==> src/rtl/raster_geom_pkg.sv <==
package raster_geom_pkg;

    typedef enum logic [1:0] {
        ST_IDLE = 2'd0,
        ST_MULT = 2'd1,
        ST_DONE = 2'd2
    } geom_state_e;

endpackage

==> src/rtl/raster_geom_front.sv <==
module raster_geom_front #(
    parameter int W = 12
) (
    input  logic [1:0]     div_code,
    input  logic [W-1:0]   h_fporch,
    input  logic [W-1:0]   h_actv,
    input  logic [W-1:0]   h_syncpos,
    input  logic [W-1:0]   v_fporch,
    input  logic [W-1:0]   v_actv,
    input  logic [W-1:0]   v_syncpos,
    output logic [W+3:0]   width,
    output logic [W-2:0]   height,
    output logic [W+4:0]   hblank,
    output logic [W-1:0]   vblank,
    output logic [W+5:0]   htot,
    output logic [W:0]     vtot,
    output logic           neg
);

    logic [W:0]   hdiff, hsd, vdiff, vsd;
    logic [W:0]   hb_sum, vb_sum;
    logic [2:0]   shamt;

    always_comb begin
        // Differences are one bit wider so the top bit flags a borrow.
        hdiff  = {1'b0, h_fporch}  - {1'b0, h_actv};
        hsd    = {1'b0, h_syncpos} - {1'b0, h_fporch};
        vdiff  = {1'b0, v_fporch}  - {1'b0, v_actv};
        vsd    = {1'b0, v_syncpos} - {1'b0, v_fporch};
        neg    = hdiff[W] | hsd[W] | vdiff[W] | vsd[W];

        hb_sum = {1'b0, h_actv} + {1'b0, hsd[W-1:0]};
        vb_sum = {1'b0, v_actv} + {1'b0, vsd[W-1:0]};

        // Power-of-two divisor: multiply becomes a shift by code+1.
        shamt  = {1'b0, div_code} + 3'd1;
        width  = (W+4)'(hdiff[W-1:0]) << shamt;
        hblank = (W+5)'(hb_sum) << shamt;

        // Vertical edges count half-lines.
        height = vdiff[W-1:1];
        vblank = vb_sum[W:1];

        htot   = (W+6)'(width) + (W+6)'(hblank);
        vtot   = (W+1)'(height) + (W+1)'(vblank);
    end

endmodule

==> src/rtl/raster_shift_add_mul.sv <==
module raster_shift_add_mul #(
    parameter int AW = 18,
    parameter int BW = 13
) (
    input  logic              clk,
    input  logic              rst_n,
    input  logic              load,
    input  logic              step,
    input  logic [AW-1:0]     a,
    input  logic [BW-1:0]     b,
    output logic [AW+BW-1:0]  prod
);

    localparam int PW = AW + BW;

    logic [PW-1:0] mc_q;
    logic [BW-1:0] mp_q;
    logic [PW-1:0] acc_q;

    always_ff @(posedge clk or negedge rst_n) begin
        if (!rst_n) begin
            mc_q  <= '0;
            mp_q  <= '0;
            acc_q <= '0;
        end else if (load) begin
            mc_q  <= PW'(a);
            mp_q  <= b;
            acc_q <= '0;
        end else if (step) begin
            if (mp_q[0]) begin
                acc_q <= acc_q + mc_q;
            end
            mc_q <= mc_q << 1;
            mp_q <= mp_q >> 1;
        end
    end

    assign prod = acc_q;

endmodule

==> src/rtl/raster_geom_calc.sv <==
module raster_geom_calc
    import raster_geom_pkg::*;
#(
    parameter int W = 12
) (
    input  logic              clk,
    input  logic              rst_n,
    input  logic              start,
    input  logic [1:0]        div_code,
    input  logic [W-1:0]      h_fporch,
    input  logic [W-1:0]      h_actv,
    input  logic [W-1:0]      h_syncpos,
    input  logic [W-1:0]      v_fporch,
    input  logic [W-1:0]      v_actv,
    input  logic [W-1:0]      v_syncpos,
    output logic              busy,
    output logic              done,
    output logic              err,
    output logic [W+3:0]      width,
    output logic [W-2:0]      height,
    output logic [W+4:0]      hblank,
    output logic [W-1:0]      vblank,
    output logic [2*W+6:0]    frame_px
);

    localparam int AW = W + 6;
    localparam int BW = W + 1;
    localparam int CW = $clog2(BW);

    geom_state_e   state_q, state_d;
    logic [CW-1:0] cnt_q;

    logic [W+3:0]  f_width;
    logic [W-2:0]  f_height;
    logic [W+4:0]  f_hblank;
    logic [W-1:0]  f_vblank;
    logic [AW-1:0] f_htot;
    logic [BW-1:0] f_vtot;
    logic          f_neg;

    logic          accept, last_step;
    logic          busy_d, done_d;

    raster_geom_front #(.W(W)) front_i (
        .div_code  (div_code),
        .h_fporch  (h_fporch),
        .h_actv    (h_actv),
        .h_syncpos (h_syncpos),
        .v_fporch  (v_fporch),
        .v_actv    (v_actv),
        .v_syncpos (v_syncpos),
        .width     (f_width),
        .height    (f_height),
        .hblank    (f_hblank),
        .vblank    (f_vblank),
        .htot      (f_htot),
        .vtot      (f_vtot),
        .neg       (f_neg)
    );

    raster_shift_add_mul #(.AW(AW), .BW(BW)) mul_i (
        .clk   (clk),
        .rst_n (rst_n),
        .load  (accept),
        .step  (state_q == ST_MULT),
        .a     (f_neg ? '0 : f_htot),
        .b     (f_neg ? '0 : f_vtot),
        .prod  (frame_px)
    );

    assign accept    = (state_q == ST_IDLE) && start;
    assign last_step = (cnt_q == CW'(BW - 1));

    // Next state and Moore outputs.
    always_comb begin
        state_d = state_q;
        busy_d  = 1'b1;
        done_d  = 1'b0;
        unique case (state_q)
            ST_IDLE: begin
                busy_d = 1'b0;
                if (start) begin
                    state_d = f_neg ? ST_DONE : ST_MULT;
                end
            end
            ST_MULT: begin
                if (last_step) begin
                    state_d = ST_DONE;
                end
            end
            ST_DONE: begin
                done_d  = 1'b1;
                state_d = ST_IDLE;
            end
            default: begin
                state_d = ST_IDLE;
            end
        endcase
    end

    assign busy = busy_d;
    assign done = done_d;

    // State register.
    always_ff @(posedge clk or negedge rst_n) begin
        if (!rst_n) begin
            state_q <= ST_IDLE;
        end else begin
            state_q <= state_d;
        end
    end

    // Result and step-count registers.
    always_ff @(posedge clk or negedge rst_n) begin
        if (!rst_n) begin
            cnt_q  <= '0;
            err    <= 1'b0;
            width  <= '0;
            height <= '0;
            hblank <= '0;
            vblank <= '0;
        end else if (accept) begin
            cnt_q  <= '0;
            err    <= f_neg;
            width  <= f_neg ? '0 : f_width;
            height <= f_neg ? '0 : f_height;
            hblank <= f_neg ? '0 : f_hblank;
            vblank <= f_neg ? '0 : f_vblank;
        end else if (state_q == ST_MULT) begin
            cnt_q  <= cnt_q + 1'b1;
        end
    end

endmodule

==> config.mk <==
export PLATFORM = sky130hd
export DESIGN_NAME = raster_geom_calc
export DESIGN_NICKNAME = d
export VERILOG_FILES = /design/src/rtl/raster_geom_pkg.sv /design/src/rtl/raster_geom_front.sv /design/src/rtl/raster_shift_add_mul.sv /design/src/rtl/raster_geom_calc.sv
export SDC_FILE = /design/constraint.sdc
export NUM_CORES = 1
export LEC_CHECK = 0
export BUFFER_PORTS_ARGS = -buffer_cell sky130_fd_sc_hd__buf_2
export CORE_MARGIN = 2
export CORE_UTILIZATION = 50
export CTS_BUF_LIST = sky130_fd_sc_hd__clkbuf_4 sky130_fd_sc_hd__clkbuf_8
export DETAILED_ROUTE_END_ITERATION = 8
export PLACE_DENSITY = 0.79
export SLEW_MARGIN = 15
export SYNTH_ARGS = -nofsm -noshare
export SYNTH_HDL_FRONTEND = slang
export SYNTH_SLANG_ARGS = --single-unit
==> constraint.sdc <==
create_clock -name clk -period 3.9 [get_ports clk]
set_input_delay 0.195 -clock clk [delete_from_list [all_inputs] [get_ports clk]]
set_output_delay 0.195 -clock clk [all_outputs]
set_load 0.1 [all_outputs]
# == Word-level counts from Yosys, hierarchy flattened ==
# Cells that the tools add are included.
# Widths: inputs -> output; s select.
# classes
n_reduce_logical,6
n_mux,21
n_eq_ne,5
add_sub_neg,11
shift,2
n_bitwise,3
# ops
op,count
$mux 31,5
$sub 12x12->13,4
$mux 13,3
$add 31x31->31,1
$add 12x12->13,2
$add 16x17->18,1
$mux 18,1
$mux 17,1
$shl 13x3->17,1
$mux 16,1
$shl 12x3->16,1
$add 11x12->13,1
$mux 12,1
$mux 11,1
$mux 4,2
$mux 2,3
$add 4x1->4 const B,1
$eq 4x4->1 const B,1
$ne 2x2->1 const B,2
$pmux 2 s2,1
$reduce_and 2->1,2
$reduce_bool 2->1,2
$add 2x1->3 const B,1
$or 1x1->1,3
5 further kinds,6
# word_totals
output_inout_bits,90
reg_bits,138
input_bits,77
word_cells,58

# == Depth between registers and ports, before layout ==
# Gate-level depths: netlist (run 1).
# logic_depth
ltp_word,7
ltp_mapped,29
depth_no_buf,29

# == Hierarchy ==
# From an unflattened synthesis (run 1), not the netlist that was laid out.
# hier_totals
cells_unflattened,1577
area_unflattened_um2,12709.7
# by_module_without_submodules
module,area_each_um2,cells_each,n_inst,seq_area_each_um2
raster_geom_front,5161.2,723,1,0.0
raster_shift_add_mul,4783.3,542,1,1876.8
raster_geom_calc,2765.2,312,1,1576.5

# == Worst setup path before layout (run 1) ==
# Ideal clock, no wire load.
# synth_path
path_type,input port to flip-flop
startpoint,input port h_fporch[1]
endpoint,register mul_i.mc_q[16]
setup_ns,0.138
arrival_ns,4.795
path_slack_ns,-1.032
t_required_ns,3.762
path_buffers,0
stages,28
path_cell_list,inv_1 ha_1 nor2b_1 o21ai_0 a21boi_0 o21ai_0 a211oi_1 o21a_1 o21ai_0 nor2b_1 xnor2_1 ha_1 a21o_1 a21oi_1 o21bai_1 a31o_2 a221oi_1 o31ai_2 nor2_1 a21oi_1 ha_1 a21oi_1 o22ai_1 a211oi_1 o21bai_1 a21oi_1 xnor2_1 o22ai_1
# synth_via
elab_chain_len,6
elab_cells_between_ends,11
classes_between,add/sub (4); shift (2); mux (2); bitwise (3)
# synth_lines
element,line,text
from (decl),raster_geom_calc.sv:10,"input logic [W-1:0] h_fporch,"
$sub 12x12->13 (on tied branches),"raster_geom_front.sv:27, raster_geom_front.sv:26",
$add 12x12->13 or $or 1x1->1 (tied branches),"raster_geom_front.sv:32, raster_geom_front.sv:30",
$shl 13x3->17 or $or 1x1->1 (tied branches),"raster_geom_front.sv:38, raster_geom_front.sv:30",
$add 16x17->18 or $or 1x1->1 (tied branches),"raster_geom_front.sv:44, raster_geom_front.sv:30",
$mux 18 *,raster_geom_calc.sv:66,".a (f_neg ? '0 : f_htot),"
$mux 31 *,raster_shift_add_mul.sv:25,end else if (load) begin
to (signal assigned),raster_shift_add_mul.sv:26,mc_q <= PW'(a);
to (signal assigned),raster_shift_add_mul.sv:33,mc_q <= mc_q << 1;
to (decl),raster_shift_add_mul.sv:16,logic [PW-1:0] mc_q;
# Mark *: on every way between the ends. The rest lies on a longest branch, timed or not.
# A chain may end at the register's enable or synchronous reset.

# == Final worst setup path (run 1) ==
# layout_path
startpoint,input port h_syncpos[0]
endpoint,register mul_i.mc_q[17]
# layout_via
elab_chain_len,6
elab_cells_between_ends,9
classes_between,add/sub (3); shift (1); mux (2); bitwise (3)
# layout_lines
element,line,text
from (decl),raster_geom_calc.sv:12,"input logic [W-1:0] h_syncpos,"
$sub 12x12->13 *,raster_geom_front.sv:27,"hsd = {1'b0, h_syncpos} - {1'b0, h_fporch};"
$add 12x12->13 or $or 1x1->1 (tied branches),"raster_geom_front.sv:32, raster_geom_front.sv:30",
$shl 13x3->17 or $or 1x1->1 (tied branches),"raster_geom_front.sv:38, raster_geom_front.sv:30",
$add 16x17->18 or $or 1x1->1 (tied branches),"raster_geom_front.sv:44, raster_geom_front.sv:30",
$mux 18 *,raster_geom_calc.sv:66,
$mux 31 *,raster_shift_add_mul.sv:25,
# Marks and branches as above.

==> results.toml, run 1 <==
[outcome]
run_status = "finished with violations"
violations = "setup timing"

[timing]
hold_viol = 0
max_freq_ghz = 0.220
rsz0062_at_grt = "yes"
worst_slew_pin_slew_ns = 0.933
slew_viol_final = 0
fin_tns_setup_ns = -4.13
min_period_ns = 4.55
layout_setup_ws_ns = -0.647
relSlewSlack_pct = 37.8
layout_worst_path_cycle_share_pct = 117
setup_viol = 10
clock-skew-final_ns = 0.0134

[die]
start_util_pct = 51.1
fp.dieW_um = 159
die_h_um = 159
io_pins = 167
core_area_mm2 = 0.0235
rows = 56
die-area_mm2 = 0.0252

[clock_network]
cts_max_level = 4
cts_num_sinks = 138
cts_buffers = 17
clk_pin_slew_worst_paths_ns = 0.08
clock_path_buffers = 2
clock_latency_ns = 0.45
cts_tree = "done"
root_buffer = "clkbuf_8"

[finish]
fillers = 1801
mostFrequentLayoutCells = "252 x buf_4, 163 x buf_2, 162 x nand2_1, 138 x dfrtp_1, 123 x ha_1"
fin_cells = 2146
drive_gt1_share_pct = 31.8
nets = 2030
seq_area_mm2 = 0.00345
final_common_cell = "buf_4"
areaGrowthSynthToFinish_pct = 32.8
final_util_pct = 67.8
multi_input_area_mm2 = 0.00846

[synthesis]
netlist_area_mm2 = 0.0120
synth_fp_nets = 1641
synth_cell_types = 67
synth_seq_cells = 138
ys_warn_count = 0
ys_seq_area_share_pct = 28.8
syn_avg_cell_area_um2 = 8.42
ys.flop_type = "dfrtp_1"
synth-edff-count = 0
synthCells = 1424
ys_async_sr_fraction_pct = 100

[worst_setup_path]
path_class = "in2reg"
cpMaxStageDelayCell = "ha_1"
crit_fanout = 5
critPathCaptureType = "register"
worst_path_largest_cell_delay_ns = 0.38
worstPathArrival_ns = 4.92
cp-start-kind = "input port"
worst-endpoint-required_ns = 4.27
crit_top_cell = "a21oi_2"

[global_route]
grtUsageMet3_pct = 4.44
grt_max_degree = 119
grt_use_met1_pct = 34.4
grt_use_total_pct = 26.3
grt_first_pass_wirelength_um = 55800
grt_pass1_vias = 11900
antenna_found_initial = 1
grt.busiest_layer = "met2"
grtUsageMet2_pct = 44.6
overflow = 0

[place]
place_congestion = 0.906
io_buffers = 166
place_inst = 2085
post-place-ws_ns = -1.17
hpwl_um = 26000

[run]
max_cap_viol_count = 0

[routing]
viasPerCell = 5.67
drt_iter0_drc = 732
wl_per_cell_um = 16.2
postRouteAntennaNets = 0
vias = 12200
drc = 0
first_pass_iters = 5
finalWirelength_um = 34800

[pwr]
powerDensity_mw_per_mm2 = 439
ir_worst_vdd_mv = 0.249
totalPowerFinal_mw = 6.98
p_leak_nw = 8.14

[hold_path]
holdCritPathClass = "in2reg"
## logic make-up (layout without fill, tap and decap cells)
logic type,count (synthesis),after routing,share of synthesized area [%]
adder cells (fa/ha/maj),140,140,15.2
other,0,1,0
AO/OA/AOI/OAI,434,434,23.4
AND/OR/NAND/NOR,399,399,15.0
buffers and inverters,151,553,4.79
flip-flops,138,138,28.8
XOR/XNOR,96,96,7.01
multiplexers,66,66,5.76
## stage by stage
stage,hold slack (ns),cell area [µm²]
5_1_grt,0.0447,15900
2_1_floorplan,-0.101,12100
3_5_place_dp,0.439,14900
4_1_cts,0.0320,15500
6_report,0.0630,15900
3_3_place_gp,0.428,14900
## synthesized netlist by cell type, drive strengths merged (9+ instances only)
| library cell | n | area (µm²) |
|---|---|---|
| a211oi | 18 | 140 |
| a21boi | 10 | 75.1 |
| a21o | 25 | 188 |
| a21oi | 87 | 447 |
| a22o | 30 | 263 |
| a31o | 10 | 87.6 |
| a31oi | 11 | 68.8 |
| and2 | 12 | 75.1 |
| buf | 10 | 45.0 |
| clkbuf | 43 | 161 |
| dfrtp | 138 | 3450 |
| fa | 9 | 180 |
| ha | 131 | 1640 |
| inv | 98 | 368 |
| mux2 | 14 | 158 |
| mux2i | 51 | 510 |
| nand2 | 164 | 616 |
| nand2b | 10 | 62.6 |
| nand3 | 33 | 165 |
| nor2 | 93 | 352 |
| nor2b | 16 | 108 |
| nor3 | 29 | 145 |
| o21a | 24 | 180 |
| o21ai | 125 | 626 |
| o21bai | 18 | 135 |
| o22ai | 25 | 156 |
| o31ai | 14 | 110 |
| xnor2 | 59 | 517 |
| xor2 | 37 | 324 |
## critical path, delay by kind of cell
family	cells	cell delay, ns
xor+xnor	1	0.14
buf+inv	4	0.33
fa+ha+maj	4	1.20
simple gates	3	0.56
compound gates	15	2.51
## sequential cells by signal, summed over array words and instances, names as in the netlist, 2 cells and up
name	count
cnt_q	4
hblank	17
height	11
mul_i.mc_q	31
mul_i.mp_q	13
mul_i.prod	31
state_q	2
vblank	12
width	16
## where the power goes
part | total (mW) | switching (mW) | internal [mW]
logic | 4.30 | 2.11 | 2.19
clock network | 1.20 | 0.612 | 0.590
registers | 1.48 | 0.0214 | 1.46
## final timing paths
path / from / end / slack, ns / cells after the start
worst max-delay path: h_syncpos[0] / mul_i.mc_q[17] / -0.65 / 27
worst min-delay path: start / state_q[1] / 0.06 / 3
worst max register to register: mul_i.prod[0] / mul_i.prod[30] / 0.55 / 13
worst min register to register: mul_i.prod[30] / mul_i.prod[30] / 0.48 / 1
max in group asynchronous: rst_n / mul_i.mc_q[28] / 2.54 / 3
min in group asynchronous: rst_n / hblank[12] / 0.46 / 2
## final cells by class
| type | instances | share of cell area, % |
|---|---|---|
| Clock buffer | 18 | 1.52 |
| Multi-Input combinational cell | 1135 | 53.1 |
| Timing Repair Buffer | 423 | 17.7 |
| Sequential cell | 138 | 21.7 |
| Clock inverter | 14 | 1.01 |
| Antenna cell | 1 | 0.0157 |
| Inverter | 98 | 2.47 |
| Tap cell | 319 | 2.51 |
## repair_timing
action / CTS / global route
setup endpoints to repair: 14 / 17
resized for setup: 38 / 66
pin swaps: 49 / 66
hold endpoints to repair: 117 / 0
buffers inserted: 16 / 13
hold buffers: 1 / 0
## routing by layer
| layer | part of all wire, % | wire, µm |
|---|---|---|
| met3 | 5.9 | 2050 |
| met5 | 0 | 0 |
| met2 | 48 | 16800 |
| met1 | 44 | 15200 |
| met4 | 2.3 | 811 |
No activity file was read; power rests on OpenSTA's default activity.
==> run 2, diff against run 1 <==
--- a/config.mk
+++ b/config.mk
@@ -5,12 +5,15 @@
 export SDC_FILE = /design/constraint.sdc
 export NUM_CORES = 1
 export LEC_CHECK = 0
+export ABC_AREA = 0
 export BUFFER_PORTS_ARGS = -buffer_cell sky130_fd_sc_hd__buf_2
 export CORE_MARGIN = 2
 export CORE_UTILIZATION = 50
 export CTS_BUF_LIST = sky130_fd_sc_hd__clkbuf_4 sky130_fd_sc_hd__clkbuf_8
 export DETAILED_ROUTE_END_ITERATION = 8
+export GPL_ROUTABILITY_DRIVEN = 0
 export PLACE_DENSITY = 0.79
+export SETUP_SLACK_MARGIN = 0.4
 export SLEW_MARGIN = 15
 export SYNTH_ARGS = -nofsm -noshare
 export SYNTH_HDL_FRONTEND = slang
==> results.toml, run 2 (synthesized netlist as in run 1, its figures left out) <==
[outcome]
run_status = "finished with violations"
violations = "setup timing"

[global_route]
grt_first_pass_wirelength_um = 56400
grt_use_total_pct = 26.8
antenna_found_initial = 0
grt_max_degree = 78
grt_pass1_vias = 12000
overflow = 0

[place]
io_buffers = 166
hpwl_um = 26100
dpl_cell_area_mm2 = 0.0149

[clock_network]
clock_path_buffers = 2
clock_latency_ns = 0.47
cts_tree = "done"
cts_buffers = 17
clk_pin_slew_worst_paths_ns = 0.09
root_buffer = "clkbuf_8"
cts_num_sinks = 138
cts_max_level = 4

[timing]
worst_slew_pin_slew_ns = 0.960
rsz0062_at_grt = "yes"
layout_worst_path_cycle_share_pct = 121
min_period_ns = 4.71
clock-skew-final_ns = 0.0205
relSlewSlack_pct = 35.9
layout_setup_ws_ns = -0.810
max_freq_ghz = 0.212
hold_ws_ns = 0.0529
slew_viol_final = 0
hold_viol = 0
setup_viol = 11

[worst_setup_path]
cp-start-kind = "input port"
worst_path_largest_cell_delay_ns = 0.58
crit_buf_inv = 4
worstPathArrival_ns = 5.04
path_delay_family = "compound AO/OA/AOI/OAI gates"
crit_fanout = 3
path_class = "in2reg"
cpMaxStageDelayCell = "or4_4"
crit_top_cell = "a21oi_1"
worst-endpoint-required_ns = 4.23
critPathCaptureType = "register"

[routing]
drc = 0
wl_per_cell_um = 17.6
viasPerCell = 5.90
postRouteAntennaNets = 0
first_pass_iters = 8
vias = 12700
drt_iter0_drc = 1041
finalWirelength_um = 37900

[finish]
fillers = 1653
areaGrowthSynthToFinish_pct = 37.3
final_common_cell = "buf_4"
mostFrequentLayoutCells = "241 x buf_4, 160 x buf_2, 159 x nand2_1, 137 x dfrtp_1, 112 x ha_1"
drive_gt1_share_pct = 35.6
multi_input_area_mm2 = 0.00881
antenna_cells = 0
final_util_pct = 70.1
seq_area_mm2 = 0.00345
nets = 2042
fin_area_mm2 = 0.0165

[pwr]
ir_worst_vdd_mv = 0.275
powerDensity_mw_per_mm2 = 461
p_leak_nw = 8.32

[die]
rows = 56
fp.dieW_um = 159
core_area_mm2 = 0.0235
die-area_mm2 = 0.0252
start_util_pct = 51.1
io_pins = 167
die_h_um = 159

[run]
max_cap_viol_count = 0

[hold_path]
holdCritPathClass = "in2reg"
run 2: changes by cell type in the layout (fill, tap and decap cells not counted), sizes merged:
cell / delta
buf: +13
clkinv: +2
bufinv: -1
clkbuf: +1
diode: -1
inv: -3
run 2: worst paths after layout:
kind | startpoint | end | slack [ns] | cells after the start
max in group asynchronous | rst_n | mul_i.mc_q[9] | 2.62 | 3
worst max register to register | mul_i.prod[0] | mul_i.prod[30] | 0.75 | 13
worst min register to register | vblank[0] | vblank[0] | 0.48 | 2
worst min-delay path | start | state_q[1] | 0.05 | 3
min in group asynchronous | rst_n | mul_i.prod[6] | 0.32 | 2
worst max-delay path | h_syncpos[0] | mul_i.mc_q[16] | -0.81 | 26
run 2: final cells by class:
type | count | area share (%)
tap | 319 | 2.43
clock inverter | 12 | 0.699
timing repair buffer | 435 | 18.3
sequential | 138 | 21.0
clock buffer | 20 | 1.63
inverter | 98 | 2.42
multi-input combinational | 1135 | 53.5
run 2: metrics by stage:
stage	power [mW]	instances	TNS [ns]	setup WS (ns)
3_3_place_gp	5.05	2075	-9.33	-1.07
2_1_floorplan	3.69	1424	-3.52	-0.757
5_1_grt	7.94	2157	-7.79	-0.978
4_1_cts	6.70	2133	-3.74	-0.563
6_report	7.59	2157	-5.85	-0.810
3_5_place_dp	5.15	2075	-11.60	-1.23
run 2: repair_timing:
action                     in CTS  in global routing
resized for setup              73                107
hold buffers                    1                  0
cloned                          0                  0
buffers inserted               25                 24
hold endpoints to repair       75                  0
pin swaps                      71                 80
setup endpoints to repair      21                 26
run 2: report_power, final:
part	internal, mW	switching, mW
Combinational	2.51	2.43
Sequential	1.46	0.0225
Clock	0.551	0.621
Total	4.52	3.07
run 2: worst register-to-register path: stages (launching register included):
cell	delay (ns)
dfrtp_2	0.40
ha_1	0.18
inv_1	0.06
fa_1	0.39
nor2b_1	0.23
o31ai_1	0.14
a2111oi_1	0.44
o21ai_0	0.27
a31oi_1	0.21
buf_4	0.17
o221ai_1	0.15
xnor2_1	0.15
nand2_1	0.08
mux2i_1	0.19
run 2: per-layer routing:
layer / vias up / GRT usage (%) / share of wire [%] / wire length (µm)
met4: 0 / 10.3 / 4.3 / 1630
met1: 6020 / 34.3 / 41 / 15400
met2: 656 / 45.0 / 48 / 18000
met5: - / 0 / 0 / 0
met3: 146 / 4.73 / 7.6 / 2870
li1: 5898 / - / - / -
